===== src/rtl/smbase_lock_pkg.sv =====
package smbase_lock_pkg;
    typedef enum logic [1:0] {
        LK_IDLE    = 2'd0,
        LK_OFFERED = 2'd1,
        LK_LOCKED  = 2'd2
    } lk_state_e;

    localparam logic [7:0] QUERY_CODE  = 8'hFF;
    localparam logic [7:0] ANSWER_CODE = 8'h01;
    localparam logic [7:0] LOCK_CODE   = 8'h02;
endpackage


===== src/rtl/smbase_lock_fsm.sv =====
module smbase_lock_fsm
    import smbase_lock_pkg::*;
#(
    parameter logic [7:0] QUERY  = QUERY_CODE,
    parameter logic [7:0] ANSWER = ANSWER_CODE,
    parameter logic [7:0] LOCK   = LOCK_CODE
) (
    input  logic       clk,
    input  logic       rst_n,
    input  logic       wr_en,
    input  logic [7:0] wr_data,
    output logic [7:0] rd_data,
    output logic       locked
);
    lk_state_e state_q, state_d;
    logic      lock_hit;

    assign lock_hit = |(wr_data & LOCK);

    always_comb begin
        state_d = state_q;
        unique case (state_q)
            LK_IDLE:    if (wr_en && wr_data == QUERY) state_d = LK_OFFERED;
            LK_OFFERED: if (wr_en && lock_hit)         state_d = LK_LOCKED;
            LK_LOCKED:  state_d = LK_LOCKED;
            default:    state_d = LK_IDLE;
        endcase
    end

    always_ff @(posedge clk) begin
        if (!rst_n) state_q <= LK_IDLE;
        else        state_q <= state_d;
    end

    always_comb begin
        rd_data = 8'h00;
        locked  = 1'b0;
        unique case (state_q)
            LK_IDLE:    rd_data = 8'h00;
            LK_OFFERED: rd_data = ANSWER;
            LK_LOCKED: begin
                rd_data = LOCK;
                locked  = 1'b1;
            end
            default:    rd_data = 8'h00;
        endcase
    end
endmodule


===== src/rtl/smbase_window_decode.sv =====
module smbase_window_decode #(
    parameter int          ADDR_W    = 32,
    parameter logic [63:0] WIN_BASE  = 64'h3_0000,
    parameter logic [63:0] WIN_BYTES = 64'h2_0000
) (
    input  logic [ADDR_W-1:0] addr,
    output logic              hit
);
    localparam logic [ADDR_W-1:0] BASE_A = WIN_BASE[ADDR_W-1:0];
    localparam logic [ADDR_W-1:0] SIZE_A = WIN_BYTES[ADDR_W-1:0];

    logic [ADDR_W-1:0] offset;

    assign offset = addr - BASE_A;
    assign hit    = (addr >= BASE_A) && (offset < SIZE_A);
endmodule


===== src/rtl/smbase_lock_ctrl.sv =====
module smbase_lock_ctrl
    import smbase_lock_pkg::*;
#(
    parameter bit          FEATURE_EN = 1'b1,
    parameter int          ADDR_W     = 32,
    parameter logic [63:0] WIN_BASE   = 64'h3_0000,
    parameter logic [63:0] WIN_BYTES  = 64'h2_0000
) (
    input  logic              clk,
    input  logic              rst_n,
    input  logic              reg_wr_en,
    input  logic [7:0]        reg_wr_data,
    output logic [7:0]        reg_rd_data,
    input  logic [ADDR_W-1:0] acc_addr,
    input  logic              acc_smm,
    output logic              route_blackhole,
    output logic              route_smram
);
    logic locked;
    logic win_hit;

    generate
        if (FEATURE_EN) begin : g_active
            smbase_lock_fsm #(
                .QUERY (QUERY_CODE),
                .ANSWER(ANSWER_CODE),
                .LOCK  (LOCK_CODE)
            ) fsm_i (
                .clk    (clk),
                .rst_n  (rst_n),
                .wr_en  (reg_wr_en),
                .wr_data(reg_wr_data),
                .rd_data(reg_rd_data),
                .locked (locked)
            );
        end else begin : g_inert
            assign reg_rd_data = 8'h00;
            assign locked      = 1'b0;
        end
    endgenerate

    smbase_window_decode #(
        .ADDR_W   (ADDR_W),
        .WIN_BASE (WIN_BASE),
        .WIN_BYTES(WIN_BYTES)
    ) dec_i (
        .addr(acc_addr),
        .hit (win_hit)
    );

    assign route_blackhole = locked && win_hit && !acc_smm;
    assign route_smram     = locked && win_hit &&  acc_smm;
endmodule


===== config.mk =====
export PLATFORM = sky130hd
export DESIGN_NAME = smbase_lock_ctrl
export DESIGN_NICKNAME = d
export VERILOG_FILES = /design/src/rtl/smbase_lock_pkg.sv /design/src/rtl/smbase_lock_fsm.sv /design/src/rtl/smbase_window_decode.sv /design/src/rtl/smbase_lock_ctrl.sv
export SDC_FILE = /design/constraint.sdc
export NUM_CORES = 1
export LEC_CHECK = 0
export BUFFER_PORTS_ARGS = -buffer_cell sky130_fd_sc_hd__buf_4
export CORE_AREA = 2 2 39 41
export DETAILED_ROUTE_END_ITERATION = 8
export DIE_AREA = 0 0 41 43
export GPL_ROUTABILITY_DRIVEN = 0
export HOLD_SLACK_MARGIN = 0.1
export PLACE_DENSITY = 0.75
export SYNTH_ARGS = -nofsm -noshare
export SYNTH_HDL_FRONTEND = slang
export SYNTH_SLANG_ARGS = --single-unit

===== constraint.sdc =====
create_clock -name clk -period 2.94 [get_ports clk]
set_input_delay 0.588 -clock clk [delete_from_list [all_inputs] [get_ports clk]]
set_output_delay 0.588 -clock clk [all_outputs]
set_load 0.01 [all_outputs]

Yosys cells after proc, flatten, opt, wreduce, memory -nomap -nowiden
Index checks and enable logic that the tools add are counted.
- register bits after elaboration: 2
- input bits: 44
- word-level logic and storage cells: 23
- mux-type cells: 5
- add/sub/neg operators: 1
- reduce and logical (&&, ||, !) cells: 9
- magnitude comparators: 2
- equal/unequal tests: 5
- operators with widths (kind ; number):
    $ge 32x18->1 const B ; 1
    $lt 32x18->1 const B ; 1
    $sub 32x18->32 const B ; 1
    $eq 8x8->1 const B ; 1
    $logic_and 1x1->1 ; 6
    $pmux 2 s3 ; 1
    $mux 2 ; 2
    $ne 2x1->1 const B ; 2
    $pmux 2 s2 ; 1
    $eq 2x1->1 const B ; 1
    $eq 2x2->1 const B ; 1
    $logic_not 2->1 ; 1
    $reduce_and 2->1 ; 1
    $logic_not 1->1 ; 1
    $mux 1 ; 1

Longest topological paths before layout
Gate-level depths: netlist (run 1).
- depth in word-level cells: 5
- mapped depth: 6
- gate-level depth less buffers: 6

Cells and area by module
A second synthesis (run 1) with hierarchy kept.
- cell total of the unflattened synthesis: 61
- area total of the unflattened synthesis: 471.7 um^2
- by module, submodules not included (module ; cells each ; instances ; area an instance (um^2)):
    smbase_window_decode ; 32 ; 1 ; 234.0
    smbase_lock_fsm ; 27 ; 1 ; 221.5
    smbase_lock_ctrl ; 2 ; 1 ; 16.3

Worst setup path after synthesis (run 1)
Ideal clock, no wire load.
- path kind: input-to-output
- from: in acc_addr[16]
- to: out route_blackhole
- slack: 0.814 ns
- arrival time: 1.538 ns
- cell stages on the path: 5
- cell sequence: ha_1 > nor4_1 > and3_1 > o2111ai_1 > nor3_1
- longest elaborated chain between the ends: 5
- elaborated cells on any way between the ends: 6
- RTL lines (element ; line ; text):
    start: declaration ; smbase_lock_ctrl.sv:14 ; input logic [ADDR_W-1:0] acc_addr,
    $sub 32x18->32 ; smbase_window_decode.sv:14 ; assign offset = addr - BASE_A;
    $lt 32x18->1 ; smbase_window_decode.sv:15 ; assign hit = (addr >= BASE_A) && (offset < SIZE_A);
    $logic_and 1x1->1 * ; smbase_window_decode.sv:15 ;
    $logic_and 1x1->1 * (2 in a row) ; smbase_lock_ctrl.sv:51 ; assign route_blackhole = locked && win_hit && !acc_smm;
    end: declaration ; smbase_lock_ctrl.sv:16 ; output logic route_blackhole,
Mark *: on every way between the ends. The rest lies on a longest branch, timed or not.

Worst setup path after layout (run 1)
Same ends and word-level chain as after synthesis.

==> summary.txt, run 1 <==
STA
  • Final WS setup: 571 ps
  • Tcrit/Tclk final: 0.806
  • RSZ-0062 raised after global routing: false
  • Highest clock rate: 422 MHz
  • Tmin final: 2370 ps
  • Count of final max-slew check failures: 0
  • Final setup viols: 0
  • Setup TNS: 0 ps
  • Final hold vios: 0
  • Skew final: 2.27 ps

GRT
  • GRT Overall Usage: 0.123
  • Vias in the first global route: 435
  • Pin count of the biggest net entering global routing: 7
  • Grt ovf: 0
  • First-pass GRT wire length: 1440 um
  • Antenna violations before repair: 0

Layout
  • Largest regs: g_active.fsm_i.state_q: 2 flops
  • Ant. Diodes: 0
  • Synthesis-to-layout area growth: 70.3%
  • Net count, final: 132
  • Most flops, register: g_active.fsm_i.state_q
  • Proportion of layout cells with a drive suffix above 1: 0.450
  • Util after Layout: 0.436
  • Max reg flops: 2

Synth
  • Register bit total from synthesis: 2
  • Yosys warns: 0
  • Largest cells by area after synthesis: ha_1 21%, buf_4 13%, dfxtp_1 11%, nand3_1 5.7%, o41ai_2 4.6%
  • Post-Syn Area: 354 um^2
  • Cell variety after synth: 22
  • Synth top area share: 0.212
  • Leading area contributor after synthesis: ha_1
  • Post-synthesis sequential area ratio: 0.113
  • Syn_area_per_cell: 7.53 um^2
  • Synth Instances: 47

Run
  • Max Cap Viol: 0

Clock network
  • Longest Clk Path Bufs: 2
  • Hold-fix buffers, CTS: 0
  • Resized cells post-CTS: 0
  • Clk Latency, worst-skew pair: 220 ps
  • Clock sinks: 2
  • Htree depth: 1
  • Clock Tree Root: clkbuf_4
  • TritonCTS buffer count: 3
  • Post-CTS setup buffers: 0
  • Clock transition at path regs: 30 ps
  • TritonCTS clock tree: done

Run status
  • Status: complete, no violations

Detailed routing
  • Via count: 442
  • Iter 0 DRT Violations: 5
  • Routed WL: 904 um
  • Antenna Nets Post-Route: 0
  • Vias per Instance: 4.60
  • Wire per inst: 9.42 um
  • Total iterations of the first detailed-routing run: 2
  • Drt drc: 0

Worst setup path
  • Critical path's slowest cell: ha_1
  • Arrival @ worst endpoint: 1780 ps
  • Register-to-register setup slack: 1630 ps
  • Critical Path Source Type: input port
  • Data required, critical path: 2350 ps
  • Crit path cell chain: buf_4 -> ha_1 -> nor4_1 -> and3_1 -> o2111ai_1 -> nor3_1 -> buf_4
  • Critical path endpoint category: primary output
  • Most used cell, CP: buf_4
  • Crit-path max cell delay: 280 ps
  • Critical path class: in2out
  • Critical Path Fanout Max: 3

Place
  • Port buffer count: 31
  • Half-perimeter wire length after placement: 771 um
  • Post-Place Setup Slack: 560 ps

Power and ir drop
  • Pleak: 0.295 nW
  • Worst VDD drop: 0.000251 V
  • P per Cell Area: 258 mW/mm^2

Die
  • Die height: 43 um
  • Die area: 0.00176 mm^2
  • Initial Utilization: 0.256
  • Die width: 41 um
  • Row cnt: 14
  • Core area: 0.00138 mm^2
  • I/O pin cnt: 54

Min path
  • Worst min path class: reg2reg
==> cell type report <==
type                    count  area [um^2]
fillers                   148          781
multi-input cells          41          277
repair buffers             31          233
clock buffers               3         22.5
inverters                   3         11.3
well taps                  16         20.0
flip-flops and latches      2         40.0
==> logic make-up (layout without fill, tap and decap cells) <==
kind of cell,count (synthesis),count (layout),synth area share
simple gates,20,20,0.307
compound gates,9,9,0.198
buf+inv,9,37,0.159
fa+ha+maj,6,6,0.212
flops,2,2,0.113
other cells,1,6,0.0106
==> routing by layer <==
layer	track usage	vias up	share of wire
li1	-	228	-
met1	0.118	197	0.36
met2	0.197	17	0.57
met3	0.0314	0	0.066
met4	0.113	0	0
met5	0	-	0
==> synth_stat cells <==
cell,n
buf_4,6
ha_1,6
nand2_1,4
nand3_1,4
inv_1,3
nor3_1,3
o21ai_0,3
and3_1,2
dfxtp_1,2
nor2_1,2
a21boi_0,1
a21oi_1,1
and4_1,1
conb_1,1
nand4_1,1
nor3_2,1
nor3b_1,1
nor4_1,1
o2111ai_1,1
o311ai_1,1
o32ai_1,1
o41ai_2,1
==> stage by stage <==
stage          cell area, um^2  power, mW  instances  hold WS, ps
2_1_floorplan              373     0.0632         52          453
3_3_place_gp               581     0.0942         93          477
3_5_place_dp               581     0.0960         93          497
4_1_cts                    603      0.161         96          502
5_1_grt                    603      0.173         96          530
6_report                   603      0.156         96          491
==> critical path, delay by kind of cell <==
kind / cells / cell delay [ps]
simple gates: 3 / 510
fa+ha+maj: 1 / 280
buf+inv: 2 / 270
compound gates: 1 / 140
==> cells in the final DEF, fill, tap and decap left out <==
| master | instances |
|---|---|
| buf_4 | 31 |
| ha_1 | 6 |
| conb_1 | 6 |
| nand2_1 | 4 |
| nand3_1 | 4 |
| inv_1 | 3 |
| o21ai_0 | 3 |
| nor3_1 | 3 |
| clkbuf_4 | 3 |
| and3_1 | 2 |
| nor2_1 | 2 |
| dfxtp_1 | 2 |
| nor3b_1 | 1 |
| o41ai_2 | 1 |
| o311ai_1 | 1 |
| nor3_2 | 1 |
| a21oi_1 | 1 |
| and4_1 | 1 |
| nor4_1 | 1 |
| o2111ai_1 | 1 |
| nand4_1 | 1 |
| a21boi_0 | 1 |
| o32ai_1 | 1 |
==> path summary, 6_finish.rpt <==
check                                               start                         to  cells past startpoint
worst min register to register  g_active.fsm_i.state_q[0]  g_active.fsm_i.state_q[0]                      2
worst max register to register  g_active.fsm_i.state_q[1]  g_active.fsm_i.state_q[1]                      5
worst min-delay path            g_active.fsm_i.state_q[0]  g_active.fsm_i.state_q[0]                      2
worst max-delay path                         acc_addr[16]            route_blackhole                      7
==> power by group <==
part	total (mW)	internal, mW	switching, mW	leakage [nW]
Clock	0.0603	0.0450	0.0153	0.0138
Sequential	0.0317	0.0298	0.00192	0.0161
Combinational	0.0637	0.0361	0.0276	0.265
Total	0.156	0.111	0.0448	0.295
Power figures use the tool's default switching activity.
==> inputs of run 2 (changes only) <==
--- a/config.mk
+++ b/config.mk
@@ -6,12 +6,12 @@
 export NUM_CORES = 1
 export LEC_CHECK = 0
 export BUFFER_PORTS_ARGS = -buffer_cell sky130_fd_sc_hd__buf_4
-export CORE_AREA = 2 2 39 41
+export CORE_MARGIN = 2
+export CORE_UTILIZATION = 25
 export DETAILED_ROUTE_END_ITERATION = 8
-export DIE_AREA = 0 0 41 43
 export GPL_ROUTABILITY_DRIVEN = 0
 export HOLD_SLACK_MARGIN = 0.1
-export PLACE_DENSITY = 0.75
+export PLACE_DENSITY = 0.74
 export SYNTH_ARGS = -nofsm -noshare
 export SYNTH_HDL_FRONTEND = slang
 export SYNTH_SLANG_ARGS = --single-unit
==> constraint.sdc (replaced) <==
create_clock -name clk -period 1.9 [get_ports clk]
set_input_delay 0.38 -clock clk [delete_from_list [all_inputs] [get_ports clk]]
set_output_delay 0.38 -clock clk [all_outputs]
set_load 0.01 [all_outputs]
==> run 2 against run 1 <==
Sequential power is 54% higher. Critical path depth stayed put. Count of clock-buffer cells in the layout stayed put. Die area is 1.7% lower. Clock skew hardly changed. Highest routed layer is now met4.
==> summary.txt, run 2 (synthesized netlist as in run 1, its figures left out) <==
Worst setup path
  • Crit-path max cell delay: 220 ps (-60 ps)
  • Critical path's slowest cell: ha_4
  • Delay-heaviest family, CP: simple AND/OR/NAND/NOR gates
  • Crit path cell chain: buf_6 -> ha_4 -> nor4_2 -> and3_1 -> o2111ai_2 -> nor3_2 -> buf_4
  • Critical path endpoint category: primary output
  • Arrival @ worst endpoint: 1440 ps (-340 ps)
  • Critical path class: in2out
  • Critical Path Source Type: input port
  • Critical Path Fanout Max: 2 (-1)
  • Crit path buf inv count: 2 (unchanged)
  • Data required, critical path: 1520 ps (-830 ps)

Die
  • Die height: 41.6 um (-3.2%)
  • Die area: 0.00173 mm^2 (-1.7%)
  • Initial Utilization: 0.269 (+0.0129)
  • Die width: 41.6 um (+1.5%)
  • Row cnt: 13 (-1)
  • I/O pin cnt: 54 (unchanged)
  • Core area: 0.00132 mm^2 (-4.8%)

GRT
  • Pin count of the biggest net entering global routing: 7 (unchanged)
  • Antenna violations before repair: 0 (unchanged)
  • Vias in the first global route: 400 (-8.0%)
  • GRT Overall Usage: 0.116 (-0.00753)
  • Grt ovf: 0 (unchanged)
  • First-pass GRT wire length: 1570 um (+8.6%)

Clock network
  • Post-CTS setup buffers: 0 (unchanged)
  • Htree depth: 1 (unchanged)
  • TritonCTS buffer count: 3 (unchanged)
  • Clock sinks: 2 (unchanged)
  • Hold-fix buffers, CTS: 0 (unchanged)
  • Clk Latency, worst-skew pair: 220 ps (about the same)
  • Clock Tree Root: clkbuf_4
  • TritonCTS clock tree: done
  • Clock transition at path regs: 30 ps (about the same)
  • Longest Clk Path Bufs: 2 (unchanged)

Layout
  • # fillers: 138 (-6.8%)
  • Max reg flops: 2 (unchanged)
  • Most common cell after layout, fill and taps aside: buf_4
  • Most flops, register: g_active.fsm_i.state_q
  • Net count, final: 134 (+1.5%)
  • Util after Layout: 0.515 (+0.0789)
  • Proportion of layout cells with a drive suffix above 1: 0.537 (+0.0866)
  • Area of the multi-input gates: 330 um^2 (+19%)
  • Most frequent cells in the layout: 31 x buf_4, 6 x conb_1, 5 x ha_1, 4 x nand2_1, 4 x nand3_1
  • Ant. Diodes: 0 (unchanged)
  • Largest regs: g_active.fsm_i.state_q: 2 flops
  • Register area: 40.0 um^2 (unchanged)
  • Synthesis-to-layout area growth: 91.5%
  • Finished Layout Cells: 97 (+1.0%)

STA
  • Final setup viols: 0 (unchanged)
  • Setup TNS: 0 ps (unchanged)
  • Tmin final: 1820 ps
  • RSZ-0062 raised after global routing: true
  • Final WS setup: 84.2 ps (-487 ps)
  • Hold WS: 427 ps (-64.7 ps)
  • Final hold vios: 0 (unchanged)
  • Highest clock rate: 551 MHz
  • Tcrit/Tclk final: 0.956
  • Skew final: 2.19 ps (-0.0761 ps)
  • Count of final max-slew check failures: 0 (unchanged)

Detailed routing
  • Total iterations of the first detailed-routing run: 1 (-1)
  • Via count: 459 (+3.8%)
  • Wire per inst: 10.8 um (+15%)
  • Routed WL: 1050 um (+16%)
  • Drt drc: 0 (unchanged)
  • Iter 0 DRT Violations: 0 (-5)
  • Antenna Nets Post-Route: 0 (unchanged)
  • Vias per Instance: 4.73 (+2.8%)

Run status
  • Status: complete, no violations

Power and ir drop
  • Worst VDD drop: 0.000326 V (+30%)
  • Pleak: 0.314 nW (+6.4%)
  • P per Cell Area: 378 mW/mm^2 (+47%)

Place
  • Port buffer count: 31 (unchanged)
  • Half-perimeter wire length after placement: 882 um (+14%)
  • # placed instances: 94 (+1.1%)
  • Post-Place Setup Slack: -57.6 ps (-617 ps)

Min path
  • Worst min path class: in2reg

Run
  • Max Cap Viol: 0 (unchanged)
## run 2: changes by cell type in the layout (fill, tap and decap cells not counted), sizes merged
cell / delta
buf: +2
## run 2: metrics by stage
| step | power, mW | instance area, um^2 |
|---|---|---|
| finish | 0.257 | 678 |
| global placement | 0.149 | 594 |
| detailed placement | 0.153 | 594 |
| CTS | 0.258 | 649 |
| floorplan | 0.0978 | 373 |
| global route | 0.278 | 678 |
## run 2: power breakdown
group / total, mW / switching [mW] / internal [mW]
clock network: 0.0916 / 0.0221 / 0.0695
logic: 0.116 / 0.0513 / 0.0650
registers: 0.0488 / 0.00271 / 0.0461
## run 2: layout make-up
| type | count | area share |
|---|---|---|
| clock buffers | 3 | 0.0332 |
| inverters | 3 | 0.0166 |
| multi-input cells | 41 | 0.487 |
| flip-flops and latches | 2 | 0.0590 |
| well taps | 15 | 0.0277 |
| repair buffers | 33 | 0.376 |
## run 2: tightest hold or removal path, delay by kind of cell
kind | cells | cell delay [ps]
buffers and inverters | 1 | 100
AOI/OAI and AO/OA | 1 | 70
and+or+nand+nor | 1 | 60
## run 2: final timing paths
check / from / end / slack, ps / cells past startpoint
setup / recovery: acc_addr[16] / route_blackhole / 80 / 7
setup reg to reg: g_active.fsm_i.state_q[1] / g_active.fsm_i.state_q[1] / 560 / 5
hold reg to reg: g_active.fsm_i.state_q[0] / g_active.fsm_i.state_q[0] / 490 / 2
hold / removal: rst_n / g_active.fsm_i.state_q[0] / 430 / 3
## run 2: per-layer routing
layer | GRT usage | vias to the layer above | wire length, um
li1 | - | 232 | -
met1 | 0.102 | 202 | 367
met2 | 0.234 | 23 | 601
met3 | 0.0130 | 2 | 66
met4 | 0.0774 | 0 | 14
met5 | 0 | - | 0
## run 2: what timing repair did
action,in CTS,in global routing
hold endpoints to repair,0,0
gates resized for setup,5,4
pin swaps,4,4
endpoints found under the setup margin,2,2
